--- config.mk ---
export PLATFORM = sky130hd
export DESIGN_NAME = eic_top
export DESIGN_NICKNAME = d
export VERILOG_FILES = /design/src/rtl/eic_pkg.sv /design/src/rtl/eic_enable_bank.sv /design/src/rtl/eic_pick.sv /design/src/rtl/eic_preempt.sv /design/src/rtl/eic_top.sv
export SDC_FILE = /design/constraint.sdc
export NUM_CORES = 1
export LEC_CHECK = 0
export ABC_AREA = 1
export BUFFER_PORTS_ARGS = -buffer_cell sky130_fd_sc_hd__buf_4
export CORE_MARGIN = 3
export CORE_UTILIZATION = 54
export DETAILED_ROUTE_END_ITERATION = 16
export MAX_ROUTING_LAYER = met4
export PLACE_DENSITY = 0.87
export SETUP_SLACK_MARGIN = 0.2
export SKIP_LAST_GASP = 1
export SYNTH_ARGS = -nofsm -noshare
export SYNTH_HDL_FRONTEND = slang
export SYNTH_SLANG_ARGS = --single-unit
export TNS_END_PERCENT = 50
--- constraint.sdc ---
create_clock -name clk -period 6.4 [get_ports clk]
set_clock_uncertainty 0.2 [all_clocks]
set_input_delay 0.32 -clock clk [delete_from_list [all_inputs] [get_ports clk]]
set_output_delay 0.32 -clock clk [all_outputs]
set_load 0.02 [all_outputs]
--- src/rtl/eic_pkg.sv ---
// Package: shared register-select encoding and constants for the
// external interrupt controller. Assumes at most 32 lines.
package eic_pkg;
    typedef enum logic [1:0] {
        SEL_PEND = 2'd0,
        SEL_EN   = 2'd1,
        SEL_NEXT = 2'd2
    } csr_sel_e;

    localparam logic [31:0] NEXT_NONE = 32'h8000_0000;
endpackage

--- src/rtl/eic_enable_bank.sv ---
// Module: per-line enable register array, written one window at a time.
// Assumes NUM_IRQ is a multiple of WIN_W. Clears on synchronous reset.
module eic_enable_bank #(
    parameter int NUM_IRQ = 32,
    parameter int WIN_W   = 16,
    parameter int IDX_W   = 1
) (
    input  logic               clk,
    input  logic               rst_n,
    input  logic               wr_i,
    input  logic [IDX_W-1:0]   idx_i,
    input  logic [WIN_W-1:0]   wdata_i,
    output logic [NUM_IRQ-1:0] en_o
);
    localparam int NUM_WIN = NUM_IRQ / WIN_W;

    for (genvar w = 0; w < NUM_WIN; w++) begin : g_win
        // Load this window when its index is written.
        always_ff @(posedge clk) begin
            if (!rst_n)
                en_o[w*WIN_W +: WIN_W] <= '0;
            else if (wr_i && (idx_i == IDX_W'(w)))
                en_o[w*WIN_W +: WIN_W] <= wdata_i;
        end
    end
endmodule

--- src/rtl/eic_pick.sv ---
// Module: fixed-order picker. Returns the highest-numbered line that is
// asserted, enabled and not below the preemption level. Purely combinational.
module eic_pick #(
    parameter int NUM_IRQ = 32,
    parameter int LVL_W   = 6,
    parameter int LINE_W  = 5
) (
    input  logic [NUM_IRQ-1:0] irq_i,
    input  logic [NUM_IRQ-1:0] en_i,
    input  logic [LVL_W-1:0]   level_i,
    output logic               valid_o,
    output logic [LINE_W-1:0]  line_o
);
    // Ascending scan so that the last hit, the highest line, wins.
    always_comb begin
        valid_o = 1'b0;
        line_o  = '0;
        for (int i = 0; i < NUM_IRQ; i++) begin
            if (irq_i[i] && en_i[i] && (LVL_W'(i) >= level_i)) begin
                valid_o = 1'b1;
                line_o  = LINE_W'(i);
            end
        end
    end
endmodule

--- src/rtl/eic_preempt.sv ---
// Module: preemption level with a one-deep save slot. An accepted entry
// saves the current level and raises it above the taken line. An exit
// restores the saved level. Entry wins over exit in the same cycle.
module eic_preempt #(
    parameter int LVL_W  = 6,
    parameter int LINE_W = 5
) (
    input  logic              clk,
    input  logic              rst_n,
    input  logic              enter_i,
    input  logic              exit_i,
    input  logic              take_valid_i,
    input  logic [LINE_W-1:0] take_line_i,
    output logic [LVL_W-1:0]  level_o,
    output logic [LVL_W-1:0]  saved_o
);
    // Update the level and the save slot on entry and exit strobes.
    always_ff @(posedge clk) begin
        if (!rst_n) begin
            level_o <= '0;
            saved_o <= '0;
        end else if (enter_i && take_valid_i) begin
            saved_o <= level_o;
            level_o <= LVL_W'(take_line_i) + LVL_W'(1);
        end else if (exit_i && !enter_i) begin
            level_o <= saved_o;
        end
    end
endmodule

--- src/rtl/eic_top.sv ---
// Module: external interrupt controller top. Ties together the enable bank,
// the picker and the preemption level, and builds the CSR read mux and the
// pending view. Assumes NUM_IRQ <= 32 and is a multiple of WIN_W.
module eic_top #(
    parameter int NUM_IRQ = 32,
    parameter int WIN_W   = 16
) (
    input  logic         clk,
    input  logic         rst_n,
    input  logic [31:0]  irq_i,
    input  logic         timer_irq_i,
    input  logic         meie_i,
    input  logic         glb_ie_i,
    input  logic [1:0]   csr_sel_i,
    input  logic [0:0]   csr_idx_i,
    input  logic         csr_wen_i,
    input  logic [15:0]  csr_wdata_i,
    output logic [31:0]  csr_rdata_o,
    input  logic         trap_enter_i,
    input  logic         trap_exit_i,
    output logic [31:0]  mip_o,
    output logic         ext_irq_o
);
    import eic_pkg::*;

    localparam int NUM_WIN = NUM_IRQ / WIN_W;
    localparam int IDX_W   = 1;
    localparam int LVL_W   = $clog2(NUM_IRQ + 1);
    localparam int LINE_W  = $clog2(NUM_IRQ);

    csr_sel_e            sel;
    logic [NUM_IRQ-1:0]  irq_vec;
    logic [NUM_IRQ-1:0]  en_vec;
    logic [LVL_W-1:0]    level;
    logic [LVL_W-1:0]    saved_level;
    logic                pick_valid;
    logic [LINE_W-1:0]   pick_line;
    logic                en_wr;
    logic [WIN_W-1:0]    pend_win;
    logic [WIN_W-1:0]    en_win;

    assign sel     = csr_sel_e'(csr_sel_i);
    assign irq_vec = irq_i[NUM_IRQ-1:0];
    assign en_wr   = csr_wen_i && (sel == SEL_EN);

    eic_enable_bank #(
        .NUM_IRQ(NUM_IRQ), .WIN_W(WIN_W), .IDX_W(IDX_W)
    ) u_bank (
        .clk(clk), .rst_n(rst_n), .wr_i(en_wr), .idx_i(csr_idx_i),
        .wdata_i(csr_wdata_i[WIN_W-1:0]), .en_o(en_vec)
    );

    eic_pick #(
        .NUM_IRQ(NUM_IRQ), .LVL_W(LVL_W), .LINE_W(LINE_W)
    ) u_pick (
        .irq_i(irq_vec), .en_i(en_vec), .level_i(level),
        .valid_o(pick_valid), .line_o(pick_line)
    );

    eic_preempt #(
        .LVL_W(LVL_W), .LINE_W(LINE_W)
    ) u_pre (
        .clk(clk), .rst_n(rst_n), .enter_i(trap_enter_i), .exit_i(trap_exit_i),
        .take_valid_i(pick_valid), .take_line_i(pick_line),
        .level_o(level), .saved_o(saved_level)
    );

    // Pick the addressed window of the pending and enable arrays.
    always_comb begin
        pend_win = '0;
        en_win   = '0;
        for (int w = 0; w < NUM_WIN; w++) begin
            if (csr_idx_i == IDX_W'(w)) begin
                pend_win = irq_vec[w*WIN_W +: WIN_W];
                en_win   = en_vec[w*WIN_W +: WIN_W];
            end
        end
    end

    // Read mux over the three registers.
    always_comb begin
        unique case (sel)
            SEL_PEND: csr_rdata_o = 32'(pend_win);
            SEL_EN:   csr_rdata_o = 32'(en_win);
            SEL_NEXT: csr_rdata_o = pick_valid ? (32'(pick_line) << 2) : NEXT_NONE;
            default:  csr_rdata_o = '0;
        endcase
    end

    // Pending view and gated core request.
    always_comb begin
        mip_o     = '0;
        mip_o[7]  = timer_irq_i;
        mip_o[11] = pick_valid;
    end
    assign ext_irq_o = pick_valid && meie_i && glb_ie_i;
endmodule

==> impl_metrics.sql, run 1 <==
INSERT INTO impl_metrics (metric_group, metric, value, unit) VALUES
('power_and_ir_drop', 'peakVddDrop', '0.149', 'mV'),
('run', 'cap_viol_max_count', '0', ''),
('worst_setup_path', 'worst_ep_required_time', '5.88', 'ns'),
('sta', 'final-max-slew-violation-count', '0', ''),
('cts', 'numClockSinks', '44', ''),
('min_path', 'holdPathEnd', 'u_bank.en_o[7]', ''),
('cts', 'path_clk_slew', '0.09', 'ns'),
('min_path', 'hold_start', 'csr_wdata_i[7]', ''),
('synthesis', 'proportion_of_synthesized_chip_area_in_sequential_cells', '27.0', '%'),
('layout', 'filler_cell_count', '539', ''),
('worst_setup_path', 'timing.reg2reg.setup_slack', '2.83', 'ns'),
('floorplan', 'fp-row-count', '27', ''),
('sta', 'setup-tns-final', '0', 'ns'),
('global_routing', 'grt_use_total', '27.1', '%'),
('worst_setup_path', 'critical_path.reg2reg.startpoint', 'u_pre.level_o[1]', ''),
('synthesis', 'synth.cell_area', '3270', 'um^2'),
('sta', 'max_clock_freq', '0.272', 'GHz'),
('power_and_ir_drop', 'power.internal', '0.000526', 'W'),
('synthesis', 'share_of_yosys_cell_area_claimed_by_the_top_area_cell_type', '27.0', '%'),
('synthesis', 'ys.warnings.count', '0', ''),
('placement', 'port_buffers', '76', ''),
('power_and_ir_drop', 'clk_pwr_share', '28.2', '%'),
('run_status', 'outcome', 'completed', ''),
('sta', 'layout_worst_path_cycle_share', '57.4', '%'),
('power_and_ir_drop', 'report.power.total', '0.000839', 'W'),
('worst_setup_path', 'worstPathArrival', '3.15', 'ns'),
('global_routing', 'grt_first_pass_wirelength', '15.6', 'mm'),
('routing', 'total_vias_in_the_final_route', '3655', ''),
('floorplan', 'die_area', '7020', 'um^2'),
('worst_setup_path', 'cp_slowest_stage_delay', '0.52', 'ns'),
('placement', 'place_congestion', '1.06', ''),
('synthesis', 'synthSimpleGateAreaFrac', '25.4', '%'),
('power_and_ir_drop', 'netSwitchingPower', '0.000313', 'W'),
('power_and_ir_drop', 'pwr-share-comb', '35.0', '%'),
('routing', 'detailedRoute.firstPassIterationCount', '6', ''),
('floorplan', 'floorplan.initialDensity', '57.5', '%'),
('placement', 'placed_cells_incl_taps', '659', ''),
('routing', 'postRouteWirelength', '9.56', 'mm'),
('synthesis', 'synth_xor_area_share', '0', '%'),
('worst_setup_path', 'setup.worst_path.end_class', 'output pin', ''),
('power_and_ir_drop', 'power.density_cell_area', '221', 'nW/um^2'),
('global_routing', 'first_global_vias', '3345', ''),
('min_path', 'min_delay_path_depth', '3', ''),
('synthesis', 'postSynthAreaPerCell', '6.14', 'um^2'),
('sta', 'fin_crit', '3.67', 'ns'),
('layout', 'antenna-diode-count', '0', ''),
('synthesis', 'synth.area.mux_share', '0', '%'),
('sta', 'fin_ws', '2.73', 'ns'),
('sta', 'timing.max_slew.rel_slack', '28.4', '%'),
('routing', 'final_antenna_net_count', '0', ''),
('synthesis', 'count_of_distinct_cell_types_in_the_synthesized_netlist', '32', ''),
('synthesis', 'synth_seq_cells', '44', ''),
('routing', 'detailedRoute.firstIterationViolations', '279', ''),
('min_path', 'worst_hold_path_type', 'in2reg', ''),
('layout', 'nets', '654', ''),
('cts', 'tritoncts', 'built', ''),
('synthesis', 'synth-compound-area-share', '26.3', '%'),
('cts', 'post-cts-setup-buffers', '0', ''),
('floorplan', 'dieWidth', '83.8', 'um'),
('cts', 'ctsResizeCount', '0', ''),
('power_and_ir_drop', 'swShare', '37.3', '%'),
('routing', 'post-route-drc-count', '0', ''),
('worst_setup_path', 'reg2reg_end', 'u_pre.level_o[4]', ''),
('cts', 'insertion_delay', '0.31', 'ns'),
('worst_setup_path', 'timing.critical_path.fanout_max', '8', ''),
('synthesis', 'dominant_combinational_cell_family_by_area_after_synthesis', 'compound AO/OA/AOI/OAI gates', ''),
('sta', 'timing.final.setup_violations', '0', ''),
('worst_setup_path', 'timing.setup.critical_path_class', 'reg2out', ''),
('sta', 'number_of_endpoints_with_negative_hold_slack_in_the_final_report', '0', ''),
('cts', 'htreeDepth', '2', ''),
('cts', 'clock_tree.root_cell', 'clkbuf_8', '');
## critical path, delay by kind of cell (launching register included)
kind | cells | cell delay (ns)
flip-flops | 1 | 0.52
AND/OR/NAND/NOR | 31 | 2.03
buffers and inverters | 2 | 0.29
## cell usage in the layout (no fill, tap or decap), types with 9 or more instances in the layout
| master | instances |
|---|---|
| buf_4 | 76 |
| inv_1 | 59 |
| conb_1 | 45 |
| nor2_1 | 79 |
| nand2_1 | 78 |
| inv_2 | 9 |
| dfxtp_1 | 44 |
| nand3_1 | 25 |
| o22ai_1 | 11 |
| a21oi_1 | 32 |
| o21ai_0 | 81 |
## area by class of cell
| type | instances | area [um^2] | share of cell area, % |
|---|---|---|---|
| inverter | 69 | 259 | 6.82 |
| clock buffer | 7 | 96.3 | 2.54 |
| multi-input combinational | 398 | 1870 | 49.2 |
| tap | 72 | 90.1 | 2.37 |
| clock inverter | 1 | 30.0 | 0.791 |
| timing repair buffer | 76 | 571 | 15.0 |
| sequential | 44 | 881 | 23.2 |
## synth_stat cells
master,count
o21ai_0,81
nor2_1,79
nand2_1,78
inv_1,59
buf_4,47
dfxtp_1,44
a21oi_1,32
nand3_1,25
clkbuf_1,17
o22ai_1,11
inv_2,9
o2111ai_1,7
a31oi_1,6
nor3_1,5
o21ai_1,5
o221ai_1,4
nand4_1,3
a2111oi_0,2
nand2_2,2
nand2_4,2
nor2_4,2
o211ai_1,2
a21boi_0,1
a21oi_2,1
a311oi_1,1
buf_2,1
clkinv_1,1
conb_1,1
ha_1,1
nor2_2,1
nor4_1,1
o311ai_0,1
## cells by family after synthesis
logic type | Yosys count
compound gates | 154
fa+ha+maj | 1
buf+inv | 134
flops | 44
other cells | 1
simple gates | 198
## metrics by stage
step / area (um^2) / hold WS, ns
2_1_floorplan: 3430 / 0.226
3_3_place_gp: 3670 / 0.249
3_5_place_dp: 3670 / 0.247
4_1_cts: 3800 / 0.0708
5_1_grt: 3800 / 0.0789
6_report: 3800 / 0.0685
## how the worst max path moves through the flow
| stage | startpoint | to | slack (ns) | depth (start not counted) |
|---|---|---|---|---|
| after floorplan | u_pre.level_o[5] | u_pre.level_o[4] | 3.41 | 35 |
| after global placement | u_pre.level_o[1] | u_pre.level_o[2] | 2.92 | 15 |
| after detailed placement | u_pre.level_o[5] | u_pre.level_o[4] | 2.90 | 35 |
| after CTS | u_pre.level_o[1] | csr_rdata_o[2] | 2.81 | 33 |
| after global routing | u_pre.level_o[1] | csr_rdata_o[2] | 2.36 | 33 |
| final | u_pre.level_o[1] | csr_rdata_o[2] | 2.73 | 33 |
## power by group through the flow
stage / combinational, W / clock [W] / sequential (W)
2_1_floorplan: 0.000221 / 0 / 0.000309
3_3_place_gp: 0.000285 / 0 / 0.000314
3_5_place_dp: 0.000287 / 0 / 0.000315
4_1_cts: 0.000289 / 0.000238 / 0.000308
5_1_grt: 0.000324 / 0.000248 / 0.000311
6_report: 0.000294 / 0.000236 / 0.000309
## sequential cells by signal, indices dropped and copies added, names as in the netlist
signal	count
u_bank.en_o	32
u_pre.saved_o	6
u_pre.level_o	6
## per-layer routing
metal  up-vias  track usage, %  share of wire, %
li1       1797               -                 -
met1      1618            33.1                42
met2       211            45.5                47
met3        29            4.84               8.3
met4         0            8.63               2.4
met5         -               -                 0
Power figures use the tool's default switching activity.
==> inputs of run 2 (changes only) <==
--- a/config.mk
+++ b/config.mk
@@ -8,10 +8,10 @@
 export ABC_AREA = 1
 export BUFFER_PORTS_ARGS = -buffer_cell sky130_fd_sc_hd__buf_4
 export CORE_MARGIN = 3
-export CORE_UTILIZATION = 54
+export CORE_UTILIZATION = 45
 export DETAILED_ROUTE_END_ITERATION = 16
 export MAX_ROUTING_LAYER = met4
-export PLACE_DENSITY = 0.87
+export PLACE_DENSITY = 0.77
 export SETUP_SLACK_MARGIN = 0.2
 export SKIP_LAST_GASP = 1
 export SYNTH_ARGS = -nofsm -noshare
==> constraint.sdc (replaced) <==
create_clock -name clk -period 3.02 [get_ports clk]
set_clock_uncertainty 0.2 [all_clocks]
set_input_delay 0.151 -clock clk [delete_from_list [all_inputs] [get_ports clk]]
set_output_delay 0.151 -clock clk [all_outputs]
set_load 0.02 [all_outputs]
==> impl_metrics.sql, run 2 (synthesis results as in run 1) <==
INSERT INTO impl_metrics (metric_group, metric, value, unit) VALUES
('worst_setup_path', 'timing.setup.critical_path_class', 'reg2out', ''),
('layout', 'finalCoreUtilization', '68.0', '%'),
('routing', 'routedWlPerCell', '15.0', 'um'),
('cts', 'number_of_buffers_created_by_cts', '5', ''),
('sta', 'timing.final.setup_violations', '5', ''),
('layout', 'mostFrequentLayoutCell', 'buf_4', ''),
('layout', 'final_layout_size_suffix_gt1_share', '32.1', '%'),
('floorplan', 'die_height', '91.2', 'um'),
('layout', 'registers.top_by_ff_count', 'u_bank.en_o', ''),
('power_and_ir_drop', 'peakVddDrop', '0.258', 'mV'),
('placement', 'port_buffers', '76', ''),
('sta', 'timing.max_slew.rel_slack', '63.3', '%'),
('layout', 'commonest_non_fill_non_tap_cells_in_the_layout', '136 x buf_4, 73 x o21ai_0, 72 x nor2_1', ''),
('run', 'cap_viol_max_count', '0', ''),
('layout', 'fin_cells', '768', ''),
('placement', 'dp_hpwl', '8.70', 'mm'),
('sta', 'worstMarginPinSlew', '0.550', 'ns'),
('layout', 'nets', '732', ''),
('sta', 'number_of_endpoints_with_negative_hold_slack_in_the_final_report', '0', ''),
('worst_setup_path', 'timing.reg2reg.setup_slack', '-0.23', 'ns'),
('worst_setup_path', 'worstPathArrival', '2.94', 'ns'),
('floorplan', 'fp-row-count', '30', ''),
('cts', 'max-clock-path-buffers', '2', ''),
('sta', 'max_clock_freq', '0.304', 'GHz'),
('floorplan', 'floorplan.initialDensity', '47.3', '%'),
('floorplan', 'die_area', '8310', 'um^2'),
('worst_setup_path', 'crit_path_frequent_cell', 'nand2_1', ''),
('routing', 'detailedRoute.firstPassIterationCount', '5', ''),
('worst_setup_path', 'critPathSlowestCell', 'dfxtp_4', ''),
('worst_setup_path', 'setup.worst_path.end_class', 'output pin', ''),
('routing', 'vias_per_cell', '5.24', ''),
('layout', 'largest_register_ff_count', '32', ''),
('routing', 'postRouteWirelength', '11.5', 'mm'),
('worst_setup_path', 'cp_slowest_stage_delay', '0.37', 'ns'),
('floorplan', 'num_io_pins', '124', ''),
('cts', 'insertion_delay', '0.31', 'ns'),
('sta', 'layout_worst_path_cycle_share', '109', '%'),
('min_path', 'worst_hold_path_type', 'in2reg', ''),
('global_routing', 'maximum_number_of_pins_on_one_net_before_global_route_repair', '41', ''),
('cts', 'clock_tree.root_cell', 'clkbuf_8', ''),
('global_routing', 'grt_use_total', '26.8', '%'),
('routing', 'post-route-drc-count', '0', ''),
('worst_setup_path', 'start_kind', 'flop', ''),
('routing', 'final_antenna_net_count', '0', ''),
('placement', 'placed_cells_incl_taps', '731', ''),
('run_status', 'outcome', 'complete, but fails checks', ''),
('cts', 'htreeDepth', '2', ''),
('run_status', 'violations', 'negative setup slack', ''),
('routing', 'total_vias_in_the_final_route', '4024', ''),
('cts', 'tritoncts', 'built', ''),
('cts', 'numClockSinks', '44', ''),
('routing', 'detailedRoute.firstIterationViolations', '300', ''),
('sta', 'final-max-slew-violation-count', '0', ''),
('sta', 'fin_crit', '3.29', 'ns'),
('worst_setup_path', 'timing.critical_path.fanout_max', '4', ''),
('global_routing', 'grt_first_pass_wirelength', '17.6', 'mm'),
('sta', 'setup-tns-final', '-0.805', 'ns'),
('layout', 'largest_registers', 'u_bank.en_o x32, u_pre.level_o x6, u_pre.saved_o x6', ''),
('sta', 'rsz0062_at_grt', 'yes', ''),
('global_routing', 'globalRoute.totalOverflow', '0', ''),
('sta', 'fin_ws', '-0.274', 'ns'),
('floorplan', 'coreArea', '6910', 'um^2'),
('global_routing', 'first_global_vias', '3645', ''),
('placement', 'place_congestion', '1.02', ''),
('layout', 'antenna-diode-count', '0', ''),
('floorplan', 'dieWidth', '91.2', 'um'),
('cts', 'path_clk_slew', '0.08', 'ns'),
('power_and_ir_drop', 'report.power.total', '0.00204', 'W'),
('global_routing', 'number_of_antenna_violations_at_the_first_check_in_global_routing', '0', ''),
('layout', 'synthToLayoutAreaGrowth', '43.8', '%'),
('power_and_ir_drop', 'power.density_cell_area', '435', 'nW/um^2'),
('worst_setup_path', 'worst_ep_required_time', '2.67', 'ns'),
('power_and_ir_drop', 'static-leakage-power', '2.22', 'nW'),
('layout', 'filler_cell_count', '628', '');
## run 2: changes by cell type in the layout (fill, tap and decap cells not counted), sizes merged
cell         delta
buf            +62
dlygate4sd3    +16
bufinv          -1
## run 2: where the power goes
group          switching (W)  total [W]  internal, W
logic               0.000550   0.000970     0.000421
clock network       0.000212   0.000416     0.000204
registers          0.0000338   0.000655     0.000621
total               0.000795    0.00204      0.00125
## run 2: critical path, delay by kind of cell (launching register included)
kind / cells / cell delay, ns
flops: 1 / 0.37
simple gates: 32 / 1.93
buf+inv: 3 / 0.32
## run 2: final cells by class
cell class	count	area (um^2)	share of cell area (%)
clock buffer	7	96.3	2.05
inverter	69	267	5.68
multi-input combinational	398	2110	45.0
sequential	44	895	19.1
tap	96	120	2.56
timing repair buffer	154	1200	25.6
## run 2: final timing paths
check                                 startpoint                to  cells past startpoint
worst max-delay path            u_pre.level_o[2]    csr_rdata_o[2]                     35
worst min-delay path                 trap_exit_i  u_pre.level_o[0]                      5
worst max register to register  u_pre.level_o[4]  u_pre.level_o[4]                     35
worst min register to register  u_pre.saved_o[5]  u_pre.saved_o[5]                      2
## run 2: routing by layer
| metal | GRT usage [%] | wire length, um | up-vias |
|---|---|---|---|
| met3 | 3.48 | 809 | 29 |
| met4 | 7.91 | 267 | 0 |
| met2 | 44.8 | 5660 | 197 |
| met1 | 33.8 | 4790 | 1845 |
| met5 | - | 0 | - |
| li1 | - | - | 1953 |
## run 2: what timing repair did
action                                 4_1_cts  5_1_grt
gates resized for setup                     24       56
pin swaps                                   11       24
setup buffers                                5        9
setup endpoints to repair                   17       20
hold buffers                                16        0
endpoints found under the hold margin       32        0
## run 2: metrics by stage
step,hold slack [ns],cell area [um^2],setup slack [ns]
after floorplan,0.118,3430,0.111
after global placement,0.102,4060,-0.0631
after detailed placement,0.102,4060,-0.151
after CTS,0.0457,4440,-0.185
after global routing,0.0729,4700,-0.623
final,0.0517,4700,-0.274
==> inputs of run 3 (changes only) <==
--- a/config.mk
+++ b/config.mk
@@ -5,13 +5,12 @@
 export SDC_FILE = /design/constraint.sdc
 export NUM_CORES = 1
 export LEC_CHECK = 0
-export ABC_AREA = 1
 export BUFFER_PORTS_ARGS = -buffer_cell sky130_fd_sc_hd__buf_4
 export CORE_MARGIN = 3
-export CORE_UTILIZATION = 45
+export CORE_UTILIZATION = 47
 export DETAILED_ROUTE_END_ITERATION = 16
 export MAX_ROUTING_LAYER = met4
-export PLACE_DENSITY = 0.77
+export PLACE_DENSITY = 0.78
 export SETUP_SLACK_MARGIN = 0.2
 export SKIP_LAST_GASP = 1
 export SYNTH_ARGS = -nofsm -noshare
==> impl_metrics.sql, run 3 <==
INSERT INTO impl_metrics (metric_group, metric, value, unit) VALUES
('layout', 'nets', '677', ''),
('worst_setup_path', 'timing.critical_path.fanout_max', '4', ''),
('power_and_ir_drop', 'peakVddDrop', '0.202', 'mV'),
('synthesis', 'synthDominantAreaCellType', 'dfxtp_1', ''),
('synthesis', 'synth_seq_cells', '44', ''),
('synthesis', 'synth-compound-area-share', '22.8', '%'),
('synthesis', 'synth.cell_area', '3720', 'um^2'),
('cts', 'clock_tree.root_cell', 'clkbuf_8', ''),
('worst_setup_path', 'worst_case_reg_to_reg_path_depth', '13', ''),
('min_path', 'hold_start', 'timer_irq_i', ''),
('floorplan', 'floorplan.initialDensity', '49.9', '%'),
('routing', 'total_vias_in_the_final_route', '4184', ''),
('sta', 'layout_worst_path_cycle_share', '99.0', '%'),
('routing', 'routedWlPerCell', '19.1', 'um'),
('worst_setup_path', 'timing.setup.critical_path_class', 'reg2out', ''),
('synthesis', 'dominant_combinational_cell_family_by_area_after_synthesis', 'simple AND/OR/NAND/NOR gates', ''),
('power_and_ir_drop', 'static-leakage-power', '2.22', 'nW'),
('global_routing', 'grt_use_total', '30.8', '%'),
('layout', 'fin_cells', '717', ''),
('floorplan', 'coreArea', '7450', 'um^2'),
('cts', 'htreeDepth', '2', ''),
('synthesis', 'postSynthAreaPerCell', '7.93', 'um^2'),
('layout', 'registers.top_by_ff_count', 'u_bank.en_o', ''),
('floorplan', 'die_height', '94.9', 'um'),
('worst_setup_path', 'start_kind', 'flop', ''),
('worst_setup_path', 'timing.reg2reg.setup_slack', '0.06', 'ns'),
('run', 'cap_viol_max_count', '0', ''),
('synthesis', 'synth.area.top_cells', 'dfxtp_1 24%, mux4_2 9.7%, nand2_1 9.7%', ''),
('sta', 'final-max-slew-violation-count', '0', ''),
('synthesis', 'synth-async-reset-ratio', '0', '%'),
('sta', 'worstMarginPinSlew', '0.827', 'ns'),
('sta', 'number_of_endpoints_with_negative_hold_slack_in_the_final_report', '0', ''),
('synthesis', 'share_of_yosys_cell_area_claimed_by_the_top_area_cell_type', '23.7', '%'),
('floorplan', 'die_area', '9010', 'um^2'),
('placement', 'port_buffers', '76', ''),
('layout', 'antenna-diode-count', '0', ''),
('routing', 'detailedRoute.firstPassIterationCount', '5', ''),
('global_routing', 'maximum_number_of_pins_on_one_net_before_global_route_repair', '22', ''),
('cts', 'path_clk_slew', '0.09', 'ns'),
('worst_setup_path', 'setup.worst_path.end_class', 'output pin', ''),
('routing', 'post-route-drc-count', '0', ''),
('layout', 'mostFrequentLayoutCell', 'buf_4', ''),
('routing', 'final_antenna_net_count', '0', ''),
('global_routing', 'first_global_vias', '3885', ''),
('synthesis', 'ys.warnings.count', '0', ''),
('placement', 'placed_cells_incl_taps', '667', ''),
('global_routing', 'grt_first_pass_wirelength', '20.6', 'mm'),
('global_routing', 'number_of_antenna_violations_at_the_first_check_in_global_routing', '0', ''),
('layout', 'final_layout_size_suffix_gt1_share', '39.0', '%'),
('routing', 'vias_per_cell', '5.84', ''),
('cts', 'insertion_delay', '0.31', 'ns'),
('worst_setup_path', 'reg2reg_end', 'u_pre.level_o[4]', ''),
('routing', 'detailedRoute.firstIterationViolations', '241', ''),
('synthesis', 'synth_most_common_cell', 'nand2_1', ''),
('sta', 'setup-tns-final', '0', 'ns'),
('synthesis', 'count_of_distinct_cell_types_in_the_synthesized_netlist', '74', ''),
('synthesis', 'synth.area.mux_share', '10.5', '%'),
('layout', 'largest_register_ff_count', '32', ''),
('worst_setup_path', 'worst_ep_required_time', '2.67', 'ns'),
('synthesis', 'synthSimpleGateAreaFrac', '25.5', '%'),
('layout', 'synthToLayoutAreaGrowth', '41.2', '%'),
('cts', 'number_of_buffers_created_by_cts', '5', ''),
('cts', 'max-clock-path-buffers', '2', ''),
('placement', 'dp_hpwl', '10.4', 'mm'),
('floorplan', 'fp-row-count', '31', ''),
('routing', 'postRouteWirelength', '13.7', 'mm'),
('sta', 'hold_ws', '0.102', 'ns'),
('layout', 'finalCoreUtilization', '70.5', '%'),
('synthesis', 'synth_xor_area_share', '0.236', '%'),
('cts', 'numClockSinks', '44', ''),
('sta', 'fin_crit', '2.99', 'ns'),
('synthesis', 'cell_count_after_synthesis', '469', ''),
('synthesis', 'proportion_of_synthesized_chip_area_in_sequential_cells', '23.7', '%'),
('synthesis', 'synthTopCellsByCount', '96 x nand2_1, 49 x a21oi_1, 47 x buf_4', ''),
('synthesis', 'yosys.area_share.adder', '0.606', '%'),
('placement', 'place_congestion', '0.981', ''),
('global_routing', 'globalRoute.totalOverflow', '0', ''),
('min_path', 'holdPathEnd', 'mip_o[7]', ''),
('run_status', 'outcome', 'completed', ''),
('cts', 'tritoncts', 'built', ''),
('layout', 'commonest_non_fill_non_tap_cells_in_the_layout', '137 x buf_4, 95 x nand2_1, 46 x a21oi_1', ''),
('sta', 'max_clock_freq', '0.334', 'GHz'),
('worst_setup_path', 'worstPathArrival', '2.64', 'ns'),
('floorplan', 'dieWidth', '94.9', 'um'),
('worst_setup_path', 'critical_path.reg2reg.startpoint', 'u_pre.level_o[5]', ''),
('layout', 'largest_registers', 'u_bank.en_o x32, u_pre.level_o x6, u_pre.saved_o x6', ''),
('sta', 'timing.max_slew.rel_slack', '44.8', '%'),
('sta', 'timing.final.setup_violations', '0', ''),
('sta', 'rsz0062_at_grt', 'yes', ''),
('synthesis', 'dominantRegCellSynth', 'dfxtp_1', ''),
('power_and_ir_drop', 'power.density_cell_area', '360', 'nW/um^2'),
('synthesis', 'synth_edf_count', '0', ''),
('min_path', 'worst_hold_path_type', 'in2out', ''),
('floorplan', 'num_io_pins', '124', ''),
('min_path', 'min_delay_path_depth', '0', '');
[run 3: cell count changes after synthesis, sizes merged, moves of 14 or more]
cell / change
mux4: +16
nand3: -17
and2: +18
o21ai: -76
inv: -60
a21oi: +16
nor2: -57
nand2: +14
[run 3: power breakdown]
group / switching, W / internal (W) / total (W)
clock network: 0.000234 / 0.000250 / 0.000484
logic: 0.000407 / 0.000369 / 0.000776
registers: 0.0000269 / 0.000602 / 0.000628
[run 3: cell type report]
class	instances	area, um^2
inverters	8	40.0
flip-flops and latches	44	901
repair buffers	174	1440
well taps	99	124
clock buffers	5	68.8
clock inverters	3	46.3
multi-input cells	384	2630
fillers	602	2200
[run 3: logic make-up after synthesis]
family / count (synthesis)
AO/OA/AOI/OAI: 124
XOR/XNOR: 1
adder cells (fa/ha/maj): 2
buffers and inverters: 85
flip-flops: 44
multiplexers: 19
other: 1
AND/OR/NAND/NOR: 193
[run 3: timing repair]
item | 4_1_cts | 5_1_grt
endpoints found under the setup margin | 17 | 17
hold buffers | 18 | 0
resized for setup | 49 | 23
pin swaps | 21 | 15
hold endpoints to repair | 36 | 0
setup buffers | 15 | 9
[run 3: worst max-delay path by stage]
stage          slack, ns              from               end
6_report            0.03  u_pre.level_o[5]    csr_rdata_o[3]
5_1_grt            -0.11  u_pre.level_o[5]  u_pre.level_o[4]
4_1_cts             0.09  u_pre.level_o[2]  u_pre.level_o[4]
3_5_place_dp       -0.09  u_pre.level_o[4]  u_pre.level_o[4]
3_3_place_gp        0.01  u_pre.level_o[4]  u_pre.level_o[4]
2_1_floorplan       0.22  u_pre.level_o[5]  u_pre.level_o[4]
[run 3: critical path, cell delays in order (launching register included)]
cell	delay [ns]
dfxtp_4	0.37
buf_6	0.13
buf_12	0.13
inv_8	0.04
buf_6	0.10
nand4_1	0.16
buf_4	0.18
buf_6	0.11
a22oi_2	0.18
a22oi_2	0.08
o211ai_1	0.12
nand2_1	0.16
buf_6	0.15
buf_6	0.10
a22o_1	0.20
buf_6	0.13
[run 3: per-stage QoR]
stage / setup slack [ns] / power [W] / cell area, um^2
2_1_floorplan: 0.222 / 0.00106 / 3940
3_3_place_gp: 0.0122 / 0.00125 / 4460
3_5_place_dp: -0.0890 / 0.00125 / 4460
4_1_cts: 0.0911 / 0.00183 / 5070
5_1_grt: -0.110 / 0.00196 / 5250
6_report: 0.0297 / 0.00189 / 5250
[run 3: routing by layer]
| layer | GRT usage, % | vias up | share of wire, % | routed length (um) |
|---|---|---|---|---|
| met5 | - | - | 0 | 0 |
| met4 | 8.89 | 0 | 2.5 | 336 |
| met3 | 3.51 | 33 | 8.3 | 1140 |
| met2 | 51.2 | 257 | 49 | 6680 |
| met1 | 39.6 | 1985 | 40 | 5550 |
| li1 | - | 1909 | - | - |
